$ cat src/rtl/ext_bus_pkg.sv
package ext_bus_pkg;

    typedef enum logic [1:0] {
        PH_IDLE = 2'd0,
        PH_ADDR = 2'd1,
        PH_DATA = 2'd2,
        PH_END  = 2'd3
    } bus_phase_e;

    typedef enum logic [1:0] {
        HI_OFF      = 2'd0,
        HI_NIBBLE   = 2'd1,
        HI_BYTE     = 2'd2,
        HI_BYTE_ALT = 2'd3
    } hi_width_e;

    // Shared port carries address/data only with bit 4 set and bit 3 clear
    function automatic logic mux_mode_on(input logic [7:0] cfg);
        return cfg[4] & ~cfg[3];
    endfunction

    function automatic hi_width_e hi_width_of(input logic [7:0] cfg);
        return hi_width_e'(cfg[1:0]);
    endfunction

endpackage

$ cat src/rtl/ext_bus_cfg.sv
module ext_bus_cfg
    import ext_bus_pkg::*;
#(
    parameter int GUARD_SLOTS = 1
) (
    input  logic      clk,
    input  logic      rst_n,
    input  logic      cfg_we,
    input  logic [7:0] cfg_wdata,
    input  logic      slot_tick,
    output logic      mux_on,
    output hi_width_e hi_width,
    output logic      guard_active
);

    localparam int GW = $clog2(GUARD_SLOTS + 1);

    typedef struct packed {
        logic [7:0]    cfg;
        logic [GW-1:0] guard;
    } cfg_state_t;

    cfg_state_t st_d, st_q;

    always_comb begin
        st_d = st_q;
        if (cfg_we) begin
            // a write re-arms the guard even if a tick lands in the same cycle
            st_d.cfg   = cfg_wdata;
            st_d.guard = GW'(GUARD_SLOTS);
        end else if (slot_tick && (st_q.guard != '0)) begin
            st_d.guard = st_q.guard - 1'b1;
        end
    end

    always_ff @(posedge clk) begin
        if (!rst_n) begin
            st_q <= '0;
        end else begin
            st_q <= st_d;
        end
    end

    assign mux_on       = mux_mode_on(st_q.cfg);
    assign hi_width     = hi_width_of(st_q.cfg);
    assign guard_active = (st_q.guard != '0);

endmodule

$ cat src/rtl/ext_bus_seq.sv
module ext_bus_seq
    import ext_bus_pkg::*;
#(
    parameter int ADDR_W   = 16,
    parameter int DATA_W   = 8,
    parameter int ADDR_CYC = 1,
    parameter int DATA_CYC = 2
) (
    input  logic              clk,
    input  logic              rst_n,
    input  logic              req_valid,
    input  logic              req_we,
    input  logic [ADDR_W-1:0] req_addr,
    input  logic [DATA_W-1:0] req_wdata,
    input  logic              mux_on,
    input  logic              guard_active,
    input  logic              cfg_we,
    input  hi_width_e         hi_width,
    input  logic [DATA_W-1:0] ad_in,
    output logic [DATA_W-1:0] ad_out,
    output logic              ad_oe,
    output logic              as_n,
    output logic              ds_n,
    output logic              rw_n,
    output logic              busy,
    output logic [DATA_W-1:0] rd_data,
    output logic              rd_valid,
    output logic              err,
    output logic [ADDR_W-DATA_W-1:0] addr_hi,
    output hi_width_e         lane_width
);

    localparam int CNT_MAX = (ADDR_CYC > DATA_CYC) ? ADDR_CYC : DATA_CYC;
    localparam int CW      = $clog2(CNT_MAX) + 1;

    typedef struct packed {
        bus_phase_e        phase;
        logic [CW-1:0]     cnt;
        logic [ADDR_W-1:0] addr;
        logic [DATA_W-1:0] wdata;
        logic              we;
        hi_width_e         width;
        logic [DATA_W-1:0] rdata;
        logic              rvalid;
        logic              err;
    } seq_state_t;

    seq_state_t st_d, st_q;
    logic       start_ok;

    assign start_ok = mux_on && !guard_active && !cfg_we;

    always_comb begin
        st_d        = st_q;
        st_d.rvalid = 1'b0;
        st_d.err    = 1'b0;
        unique case (st_q.phase)
            PH_IDLE: begin
                if (req_valid) begin
                    if (start_ok) begin
                        st_d.phase = PH_ADDR;
                        st_d.cnt   = '0;
                        st_d.addr  = req_addr;
                        st_d.wdata = req_wdata;
                        st_d.we    = req_we;
                        st_d.width = hi_width;
                    end else begin
                        st_d.err = 1'b1;
                    end
                end
            end
            PH_ADDR: begin
                if (st_q.cnt == CW'(ADDR_CYC - 1)) begin
                    st_d.phase = PH_DATA;
                    st_d.cnt   = '0;
                end else begin
                    st_d.cnt = st_q.cnt + 1'b1;
                end
            end
            PH_DATA: begin
                if (st_q.cnt == CW'(DATA_CYC - 1)) begin
                    st_d.phase = PH_END;
                    st_d.cnt   = '0;
                    if (!st_q.we) begin
                        // sampled on the edge that releases the data strobe
                        st_d.rdata  = ad_in;
                        st_d.rvalid = 1'b1;
                    end
                end else begin
                    st_d.cnt = st_q.cnt + 1'b1;
                end
            end
            PH_END: begin
                st_d.phase = PH_IDLE;
            end
            default: st_d.phase = PH_IDLE;
        endcase
    end

    always_ff @(posedge clk) begin
        if (!rst_n) begin
            st_q <= '0;
        end else begin
            st_q <= st_d;
        end
    end

    logic in_addr, in_data;
    assign in_addr = (st_q.phase == PH_ADDR);
    assign in_data = (st_q.phase == PH_DATA);

    assign busy       = (st_q.phase != PH_IDLE);
    assign as_n       = !in_addr;
    assign ds_n       = !in_data;
    assign ad_oe      = in_addr || (in_data && st_q.we);
    assign ad_out     = in_addr ? st_q.addr[DATA_W-1:0] :
                        (in_data && st_q.we) ? st_q.wdata : '0;
    assign rw_n       = !(busy && st_q.we);
    assign rd_data    = st_q.rdata;
    assign rd_valid   = st_q.rvalid;
    assign err        = st_q.err;
    assign addr_hi    = st_q.addr[ADDR_W-1:DATA_W];
    assign lane_width = st_q.width;

endmodule

$ cat src/rtl/ext_bus_hiport.sv
module ext_bus_hiport
    import ext_bus_pkg::*;
#(
    parameter int HI_W = 8
) (
    input  logic            busy,
    input  hi_width_e       width,
    input  logic [HI_W-1:0] addr_hi,
    input  logic [HI_W-1:0] gpio,
    output logic [HI_W-1:0] hi_out
);

    localparam int NIB_W = HI_W / 2;

    logic full_en, nib_en;
    assign full_en = busy && ((width == HI_BYTE) || (width == HI_BYTE_ALT));
    assign nib_en  = busy && (width == HI_NIBBLE);

    for (genvar i = 0; i < HI_W; i++) begin : g_lane
        localparam bit LOW_LANE = (i < NIB_W);
        logic lane_en;
        assign lane_en   = full_en || (nib_en && LOW_LANE);
        assign hi_out[i] = lane_en ? addr_hi[i] : gpio[i];
    end

endmodule

$ cat src/rtl/ext_bus_ctrl.sv
module ext_bus_ctrl
    import ext_bus_pkg::*;
#(
    parameter int ADDR_W      = 16,
    parameter int DATA_W      = 8,
    parameter int ADDR_CYC    = 1,
    parameter int DATA_CYC    = 2,
    parameter int GUARD_SLOTS = 1
) (
    input  logic              clk,
    input  logic              rst_n,
    input  logic              cfg_we,
    input  logic [7:0]        cfg_wdata,
    input  logic              slot_tick,
    input  logic              req_valid,
    input  logic              req_we,
    input  logic [ADDR_W-1:0] req_addr,
    input  logic [DATA_W-1:0] req_wdata,
    output logic              busy,
    output logic [DATA_W-1:0] rd_data,
    output logic              rd_valid,
    output logic              err,
    input  logic [DATA_W-1:0] ad_in,
    output logic [DATA_W-1:0] ad_out,
    output logic              ad_oe,
    input  logic [ADDR_W-DATA_W-1:0] hi_gpio,
    output logic [ADDR_W-DATA_W-1:0] hi_out,
    output logic              as_n,
    output logic              ds_n,
    output logic              rw_n
);

    localparam int HI_W = ADDR_W - DATA_W;

    logic            mux_on;
    logic            guard_active;
    hi_width_e       cfg_width;
    hi_width_e       lane_width;
    logic [HI_W-1:0] addr_hi;

    ext_bus_cfg #(
        .GUARD_SLOTS(GUARD_SLOTS)
    ) u_cfg (
        .clk         (clk),
        .rst_n       (rst_n),
        .cfg_we      (cfg_we),
        .cfg_wdata   (cfg_wdata),
        .slot_tick   (slot_tick),
        .mux_on      (mux_on),
        .hi_width    (cfg_width),
        .guard_active(guard_active)
    );

    ext_bus_seq #(
        .ADDR_W  (ADDR_W),
        .DATA_W  (DATA_W),
        .ADDR_CYC(ADDR_CYC),
        .DATA_CYC(DATA_CYC)
    ) u_seq (
        .clk         (clk),
        .rst_n       (rst_n),
        .req_valid   (req_valid),
        .req_we      (req_we),
        .req_addr    (req_addr),
        .req_wdata   (req_wdata),
        .mux_on      (mux_on),
        .guard_active(guard_active),
        .cfg_we      (cfg_we),
        .hi_width    (cfg_width),
        .ad_in       (ad_in),
        .ad_out      (ad_out),
        .ad_oe       (ad_oe),
        .as_n        (as_n),
        .ds_n        (ds_n),
        .rw_n        (rw_n),
        .busy        (busy),
        .rd_data     (rd_data),
        .rd_valid    (rd_valid),
        .err         (err),
        .addr_hi     (addr_hi),
        .lane_width  (lane_width)
    );

    ext_bus_hiport #(
        .HI_W(HI_W)
    ) u_hiport (
        .busy   (busy),
        .width  (lane_width),
        .addr_hi(addr_hi),
        .gpio   (hi_gpio),
        .hi_out (hi_out)
    );

endmodule

$ cat config.mk
export PLATFORM = sky130hd
export DESIGN_NAME = ext_bus_ctrl
export DESIGN_NICKNAME = d
export VERILOG_FILES = /design/src/rtl/ext_bus_pkg.sv /design/src/rtl/ext_bus_cfg.sv /design/src/rtl/ext_bus_seq.sv /design/src/rtl/ext_bus_hiport.sv /design/src/rtl/ext_bus_ctrl.sv
export SDC_FILE = /design/constraint.sdc
export NUM_CORES = 1
export LEC_CHECK = 0
export BUFFER_PORTS_ARGS = -buffer_cell sky130_fd_sc_hd__buf_2
export CAP_MARGIN = 15
export CELL_PAD_IN_SITES_DETAIL_PLACEMENT = 0
export CELL_PAD_IN_SITES_GLOBAL_PLACEMENT = 1
export CORE_UTILIZATION = 30
export CTS_BUF_LIST = sky130_fd_sc_hd__clkbuf_8
export CTS_CLUSTER_DIAMETER = 80
export DETAILED_ROUTE_END_ITERATION = 7
export GPL_TIMING_DRIVEN = 0
export HOLD_SLACK_MARGIN = 0.03
export MAX_ROUTING_LAYER = met4
export PLACE_DENSITY_LB_ADDON = 0.12
export SLEW_MARGIN = 20
export SYNTH_ARGS = -nofsm -noshare
export SYNTH_HDL_FRONTEND = slang
export SYNTH_SLANG_ARGS = --single-unit
$ cat constraint.sdc
create_clock -name clk -period 1.9 [get_ports clk]
set_input_delay 0.285 -clock clk [delete_from_list [all_inputs] [get_ports clk]]
set_output_delay 0.285 -clock clk [all_outputs]
set_load 0.02 [all_outputs]
==> impl_metrics.py, run 1 <==
metrics = {
    "placed_design": {
        "place_hpwl_um": 3780,
        "place_congestion": 0.696,
        "io_buffers": 79,
    },
    "finish": {
        "fill_cells": 734,
        "layout_common_cells": "buf_2 (77), nand2_1 (58), dfxtp_1 (44)",
        "multi_input_area_um2": 1100,
        "antenna_cells": 0,
        "final_common_cell": "buf_2",
        "synthToLayoutAreaGrowth_pct": 34.8,
        "ff_latch_area_um2": 926,
        "utilization_pct": 42.3,
        "nets": 399,
        "drive_gt1_share_pct": 37.7,
    },
    "timing": {
        "rsz0062_at_grt": "yes",
        "drv_slew": 0,
        "slew_headroom_pct": 63.0,
        "tightest_slew_ps": 555,
        "finalClockSkew_ps": 13.7,
        "fmax_mhz": 547,
        "hold_viol_final": 0,
        "finalSetupViolCount": 0,
        "period_minus_slack_ps": 1830,
        "min_period_over_period_pct": 96.3,
    },
    "synth": {
        "synth_seq_area_share_pct": 42.8,
        "synth_fp_nets": 311,
        "synth_area_um2": 2150,
        "syn_avg_cell_area_um2": 8.68,
        "synth_cell_types": 25,
        "ys_ff_latch": 46,
        "yosysWarnings": 0,
        "syn_inst": 248,
    },
    "setup_path": {
        "end_kind": "output port",
        "path_cells": "inv_4 -> ha_4 -> inv_4 -> o21ai_4 -> mux2_2 -> buf_4",
        "r2r_start": "u_cfg.guard_active",
        "cp_data_required_time_ps": 1620,
        "crit_buf_inv": 3,
        "crit_end": "hi_out[2]",
        "crit_type": "reg -> out",
        "cp.arrival_ps": 1540,
        "cp.depth": 6,
        "crit_path_top_delay_cell": "dfxtp_4",
        "r2r-end": "u_seq.st_q[15]",
        "crit_path_start_kind": "register",
        "reg2regPathDepth": 5,
        "regToRegSetupSlack_ps": 200,
        "crit_start": "u_seq.st_q[39]",
        "critPathMostFrequentCell": "inv_4",
        "path_max_fanout": 6,
        "path_delay_family": "flip-flops",
        "slowest_delay_ps": 380,
    },
    "global_routing": {
        "grt_pass1_wl_um": 8370,
        "track_usage_pct": 15.1,
        "overflow": 0,
        "grt_pass1_vias": 1762,
        "antenna_found_initial": 0,
        "grt_max_degree": 16,
    },
    "route": {
        "viasPerCell": 4.37,
        "firstDrtPassIters": 4,
        "ant_nets": 0,
        "wire_per_inst_um": 11.9,
        "drt-initial-drc-count": 48,
        "routed_wirelength_um": 5160,
        "via_count": 1892,
        "drc_errors": 0,
    },
    "clock_network": {
        "cts_buffers": 5,
        "cts.sinks": 46,
        "worst_setup_hold_path_clk_slew_ps": 100,
        "cts_buffer_depth": 2,
        "cts_max_level": 2,
        "cts_tree": "done",
        "clock-root-buffer": "clkbuf_8",
        "clk_latency_ps": 300,
    },
    "power_and_ir_drop": {
        "p_total_uw": 1930,
        "leakage_uw": 0.00127,
        "ir_drop_v": 0.000354,
        "power.density_nw_per_um2": 666,
    },
    "die": {
        "num_rows": 30,
        "dieArea_um2": 7520,
        "coreArea_um2": 6870,
        "initial_core_util_pct": 31.3,
        "pin_count": 85,
        "fp.dieH_um": 86.7,
        "die_w_um": 86.7,
    },
    "hold_path": {
        "hold_class": "in -> reg",
    },
    "status": {
        "status": "finished clean",
    },
    "run": {
        "cap_violations": 0,
    },
}
==> flip-flops by register name, summed over array words and instances (netlist names) <==
| register | count |
|---|---|
| u_cfg.guard_active | 1 |
| u_seq.addr_hi | 8 |
| u_seq.st_q | 21 |
| u_seq.rd_data | 8 |
| u_seq.rd_valid | 1 |
| u_cfg.hi_width | 2 |
| u_seq.lane_width | 2 |
| u_cfg.st_q | 2 |
| u_seq.err | 1 |
==> through the flow <==
step / TNS (ps) / cell area [um^2] / worst slack, ps / std cells / hold WS [ps]
floorplan: 0 / 2150 / 108 / 248 / 411
global placement: -3810 / 2670 / -383 / 423 / 443
detailed placement: -3560 / 2670 / -370 / 423 / 447
CTS: 0 / 2870 / 7.82 / 432 / 194
global route: -23.7 / 2900 / -8.64 / 433 / 196
finish: 0 / 2900 / 70.2 / 433 / 205
==> metal layers <==
| metal | up-vias | wire, um | track usage, % |
|---|---|---|---|
| li1 | 981 | - | - |
| met1 | 854 | 2420 | 18.7 |
| met2 | 49 | 2430 | 24.4 |
| met3 | 8 | 227 | 3.05 |
| met4 | 0 | 76 | 5.45 |
| met5 | - | 0 | - |
==> report_power, final <==
part	switching, uW	internal (uW)
Combinational	106	99.8
Clock	342	394
Sequential	11.1	979
Total	459	1470
==> worst register-to-register path: stages (launching register included) <==
cell	delay (ps)
dfxtp_1	340
nor4b_4	450
nand3_2	270
clkbuf_1	310
nand2_1	140
a21oi_1	70
==> layout make-up <==
type / instances / share of cell area [%]
multi-input cells: 172 / 37.8
flip-flops and latches: 46 / 31.9
repair buffers: 81 / 14.8
plain buffers: 20 / 5.91
well taps: 96 / 4.14
clock buffers: 5 / 2.37
inverters: 10 / 1.55
clock inverters: 3 / 1.51
==> cell families (layout without fill, tap and decap cells) <==
group | Yosys count | count (layout) | synth area share (%)
AO/OA/AOI/OAI | 37 | 37 | 9.53
buffers and inverters | 30 | 119 | 8.95
adder cells (fa/ha/maj) | 9 | 9 | 5.23
multiplexers | 31 | 31 | 14.9
AND/OR/NAND/NOR | 95 | 95 | 18.7
flip-flops | 46 | 46 | 42.8
==> worst min path at each step <==
stage | slack, ps | endpoint | startpoint | cells past startpoint
finish | 210 | u_seq.st_q[19] | req_wdata[6] | 3
CTS | 190 | u_seq.st_q[19] | req_wdata[6] | 3
floorplan | 410 | u_seq.err | req_valid | 2
global route | 200 | u_seq.addr_hi[5] | req_addr[13] | 3
global placement | 440 | u_seq.addr_hi[0] | u_seq.addr_hi[0] | 2
detailed placement | 450 | u_seq.addr_hi[3] | u_seq.addr_hi[3] | 2
==> synth_stat cells, drive strengths merged <==
master	number	share of area, %
a22o	1	0.41
nor2	25	4.4
dfxtp	46	43
nor4b	1	1.1
mux2i	23	11
nand3b	1	0.35
and3	1	0.29
clkbuf	6	1.0
ha	9	5.2
o21a	1	0.35
o2111a	1	0.52
clkinv	1	0.17
nand2b	3	0.87
o21ai	3	0.70
buf	14	6.2
inv	9	1.6
nand3	5	1.4
mux2	8	4.2
a21oi	31	7.6
nand2	59	10
==> what timing repair did <==
| item | CTS | global route |
|---|---|---|
| resized for setup | 20 | 10 |
| endpoints found under the hold margin | 0 | 0 |
| hold buffers | 0 | 0 |
| buffers inserted | 1 | 1 |
| endpoints found under the setup margin | 17 | 19 |
| pin swaps | 0 | 1 |
Power figures use the tool's default switching activity.
==> inputs of run 2 (changes only) <==
--- a/config.mk
+++ b/config.mk
@@ -9,6 +9,7 @@
 export CAP_MARGIN = 15
 export CELL_PAD_IN_SITES_DETAIL_PLACEMENT = 0
 export CELL_PAD_IN_SITES_GLOBAL_PLACEMENT = 1
+export CORE_ASPECT_RATIO = 1.25
 export CORE_UTILIZATION = 30
 export CTS_BUF_LIST = sky130_fd_sc_hd__clkbuf_8
 export CTS_CLUSTER_DIAMETER = 80
==> impl_metrics.py, run 2 (synthesized netlist as in run 1, its figures left out) <==
metrics = {
    "power_and_ir_drop": {
        "leakage_uw": 0.00126,
        "ir_drop_v": 0.000405,
        "power.density_nw_per_um2": 644,
    },
    "setup_path": {
        "path_cells": "inv_4 -> ha_4 -> inv_4 -> o21ai_4 -> mux2_2 -> buf_2",
        "crit_path_top_delay_cell": "dfxtp_4",
        "end_kind": "output port",
        "r2r_start": "u_cfg.guard_active",
        "regToRegSetupSlack_ps": 160,
        "crit_path_start_kind": "register",
        "crit_buf_inv": 3,
        "slowest_delay_ps": 370,
        "cp.arrival_ps": 1560,
        "crit_type": "reg -> out",
        "crit_start": "u_seq.st_q[40]",
        "path_max_fanout": 6,
        "cp_data_required_time_ps": 1620,
        "critPathMostFrequentCell": "inv_4",
        "path_delay_family": "flip-flops",
    },
    "finish": {
        "regMostFlops": "u_seq.st_q",
        "antenna_cells": 0,
        "ff_latch_area_um2": 928,
        "fin_cells": 427,
        "synthToLayoutAreaGrowth_pct": 34.2,
        "multi_input_area_um2": 1100,
        "final_common_cell": "buf_2",
        "fill_cells": 739,
        "largest_reg_flops": 21,
        "final_design_area_no_fill_um2": 2890,
        "nets": 399,
        "drive_gt1_share_pct": 38.0,
        "layout_common_cells": "buf_2 (77), nand2_1 (58), dfxtp_1 (44)",
    },
    "die": {
        "pin_count": 85,
        "dieArea_um2": 7520,
        "initial_core_util_pct": 31.1,
        "coreArea_um2": 6930,
        "fp.dieH_um": 96.7,
        "die_w_um": 77.8,
        "num_rows": 34,
    },
    "hold_path": {
        "hold_class": "in -> reg",
        "holdCritStartpoint": "ad_in[6]",
    },
    "global_routing": {
        "grt_max_degree": 16,
        "track_usage_pct": 15.3,
        "overflow": 0,
        "grt_pass1_vias": 1859,
        "grt_pass1_wl_um": 8680,
        "antenna_found_initial": 0,
    },
    "timing": {
        "period_minus_slack_ps": 1840,
        "tightest_slew_ps": 566,
        "finalClockSkew_ps": 11.1,
        "min_period_over_period_pct": 97.1,
        "fmax_mhz": 542,
        "finalSetupViolCount": 0,
        "drv_slew": 0,
        "rsz0062_at_grt": "no",
        "hold_viol_final": 0,
        "slew_headroom_pct": 62.3,
    },
    "route": {
        "viasPerCell": 4.38,
        "drt-initial-drc-count": 33,
        "wire_per_inst_um": 12.4,
        "routed_wirelength_um": 5280,
        "drc_errors": 0,
        "ant_nets": 0,
        "firstDrtPassIters": 4,
        "via_count": 1870,
    },
    "clock_network": {
        "cts_buffer_depth": 2,
        "clk_latency_ps": 300,
        "cts_max_level": 2,
        "cts_buffers": 5,
        "clock-root-buffer": "clkbuf_8",
        "ctsHoldBuffers": 0,
        "cts.sinks": 46,
        "worst_setup_hold_path_clk_slew_ps": 100,
        "cts_tree": "done",
    },
    "placed_design": {
        "place_area_um2": 2660,
        "place_hpwl_um": 3840,
        "post-place-cells": 417,
        "place_congestion": 0.737,
        "io_buffers": 79,
    },
    "status": {
        "status": "finished clean",
    },
    "run": {
        "cap_violations": 0,
    },
}
==> run 2: routing by layer <==
metal	GRT usage [%]	up-vias	share of wire, %
met4	5.22	0	1.5
li1	-	982	-
met1	18.1	836	46
met2	25.9	47	48
met5	-	-	0
met3	2.83	5	4.3
==> run 2: path summary, 6_finish.rpt <==
kind	to	cells after the start
worst max-delay path	hi_out[1]	6
worst min-delay path	u_seq.rd_data[6]	3
worst max register to register	u_seq.addr_hi[5]	5
worst min register to register	u_seq.addr_hi[7]	2
==> run 2: layout make-up <==
type,count,area share (%)
plain buffers,20,5.89
well taps,90,3.90
inverters,10,1.56
clock buffers,6,2.86
flip-flops and latches,46,32.1
multi-input cells,172,38.2
repair buffers,81,14.9
clock inverters,2,0.563
==> run 2: worst reg2reg max path, cell delays in order (launching register included) <==
cell and delay (ps):
dfxtp_1 350, nor4b_4 440, nand3_2 270, clkbuf_1 330, nand2_1 140, a21oi_1 70
==> run 2: metrics by stage <==
step / hold WS [ps] / utilization [%] / power, uW / TNS [ps] / setup slack (ps)
after floorplan: 411 / - / 1110 / 0 / 108
after global placement: 442 / 38.4 / 1200 / -3900 / -436
after detailed placement: 447 / 38.4 / 1200 / -3780 / -403
after CTS: 193 / 41.3 / 1890 / 0 / 9.60
after global routing: 199 / 41.7 / 1960 / 0 / 0.106
final: 204 / 41.7 / 1860 / 0 / 55.8
==> run 2: report_power, final <==
| part | internal (uW) | switching [uW] |
|---|---|---|
| Clock | 300 | 366 |
| Sequential | 977 | 11.3 |
| Combinational | 98.6 | 108 |
| Total | 1380 | 485 |
==> run 2: timing repair <==
item                       in CTS  in global routing
pin swaps                       1                  0
gates resized for setup        23                  8
setup endpoints to repair      17                 16
setup buffers                   2                  0
cloned                          0                  0
hold endpoints to repair        0                  0
==> inputs of run 3 (changes only) <==
==> constraint.sdc (replaced) <==
create_clock -name clk -period 1.95 [get_ports clk]
set_input_delay 0.2925 -clock clk [delete_from_list [all_inputs] [get_ports clk]]
set_output_delay 0.2925 -clock clk [all_outputs]
set_load 0.02 [all_outputs]
==> impl_metrics.py, run 3 (synthesized netlist as in run 1, its figures left out) <==
metrics = {
    "finish": {
        "synthToLayoutAreaGrowth_pct": 33.5,
        "fin_cells": 427,
        "layout_common_cells": "buf_2 (79), nand2_1 (58), dfxtp_1 (44)",
        "antenna_cells": 0,
        "regMostFlops": "u_seq.st_q",
        "largest_reg_flops": 21,
        "fill_cells": 738,
        "nets": 399,
        "final_common_cell": "buf_2",
        "final_design_area_no_fill_um2": 2880,
        "drive_gt1_share_pct": 37.4,
    },
    "global_routing": {
        "antenna_found_initial": 0,
        "grt_pass1_vias": 1854,
        "track_usage_pct": 15.3,
        "overflow": 0,
        "grt_pass1_wl_um": 8670,
        "grt_max_degree": 16,
    },
    "placed_design": {
        "io_buffers": 79,
        "place_congestion": 0.737,
        "post-place-cells": 417,
        "place_hpwl_um": 3840,
        "place_area_um2": 2660,
        "dpl_worst_slack_ps": -361,
    },
    "power_and_ir_drop": {
        "leakage_uw": 0.00126,
        "ir_drop_v": 0.000394,
        "power.density_nw_per_um2": 632,
    },
    "setup_path": {
        "slowest_delay_ps": 380,
        "path_cells": "inv_4 -> ha_4 -> inv_4 -> o21ai_4 -> mux2_2 -> buf_2",
        "path_max_fanout": 6,
        "crit_buf_inv": 3,
        "cp.arrival_ps": 1590,
        "end_kind": "output port",
        "critPathMostFrequentCell": "inv_4",
        "cp_data_required_time_ps": 1660,
        "crit_type": "reg -> out",
        "path_delay_family": "flip-flops",
        "crit_path_start_kind": "register",
        "crit_path_top_delay_cell": "dfxtp_4",
    },
    "die": {
        "initial_core_util_pct": 31.1,
        "num_rows": 34,
        "fp.dieH_um": 96.7,
        "pin_count": 85,
        "coreArea_um2": 6930,
        "dieArea_um2": 7520,
        "die_w_um": 77.8,
    },
    "timing": {
        "hold_viol_final": 0,
        "drv_slew": 0,
        "min_period_over_period_pct": 96.5,
        "fin_ws_ps": 68.6,
        "tightest_slew_ps": 568,
        "fin_hold_ws_ps": 210,
        "rsz0062_at_grt": "no",
        "fmax_mhz": 532,
        "finalSetupViolCount": 0,
        "period_minus_slack_ps": 1880,
        "finalSetupTns_ps": 0,
        "finalClockSkew_ps": 11.3,
        "slew_headroom_pct": 62.1,
    },
    "route": {
        "viasPerCell": 4.36,
        "firstDrtPassIters": 4,
        "wire_per_inst_um": 12.4,
        "drc_errors": 0,
        "routed_wirelength_um": 5310,
        "via_count": 1860,
        "drt-initial-drc-count": 42,
        "ant_nets": 0,
    },
    "run": {
        "cap_violations": 0,
    },
    "clock_network": {
        "cts_max_level": 2,
        "clock-root-buffer": "clkbuf_8",
        "cts_tree": "done",
        "cts_buffer_depth": 2,
        "cts_buffers": 5,
        "worst_setup_hold_path_clk_slew_ps": 100,
        "ctsHoldBuffers": 0,
        "clk_latency_ps": 300,
        "cts.sinks": 46,
    },
    "status": {
        "status": "finished clean",
    },
    "hold_path": {
        "hold_class": "in -> reg",
    },
}
==> run 3: worst min-delay path, cell delays in order <==
cell     delay (ps)
buf_2            70
mux2i_1          50
nor2_1           70
==> run 3: repair_timing <==
| item | CTS | global route |
|---|---|---|
| setup endpoints to repair | 17 | 17 |
| pin swaps | 0 | 1 |
| buffers inserted | 1 | 1 |
| gates resized for setup | 19 | 7 |
==> run 3: per-layer routing <==
metal | GRT usage, % | share of wire [%]
met1 | 18.1 | 46
met2 | 25.9 | 48
met3 | 2.83 | 4.3
met4 | 5.22 | 1.5
met5 | - | 0
==> run 3: area by class of cell <==
type                    instances  area [um^2]  area share, %
repair buffers                 81          425           14.8
plain buffers                  20          170           5.92
well taps                      90          113           3.92
flip-flops and latches         46          926           32.2
clock inverters                 2         16.3          0.566
multi-input cells             172         1100           38.2
clock buffers                   6         82.6           2.87
inverters                      10         45.0           1.57
==> run 3: where the power goes <==
part,total [uW],internal (uW),switching [uW]
clock network,652,293,359
logic,201,96.1,105
registers,965,954,10.9
total,1820,1340,475
==> run 3: worst paths after layout <==
kind	cells past startpoint	slack, ps	start	end
worst min register to register	2	460	u_seq.addr_hi[7]	u_seq.addr_hi[7]
worst min-delay path	3	210	ad_in[6]	u_seq.rd_data[6]
worst max-delay path	6	70	u_seq.st_q[39]	hi_out[1]
worst max register to register	5	200	u_cfg.guard_active	u_seq.addr_hi[5]
==> run 3: through the flow <==
| stage | power (uW) | utilization (%) |
|---|---|---|
| final | 1820 | 41.5 |
| after global routing | 1910 | 41.5 |
| after CTS | 1840 | 41.0 |
| after detailed placement | 1170 | 38.4 |
| after global placement | 1170 | 38.4 |
| after floorplan | 1080 | - |
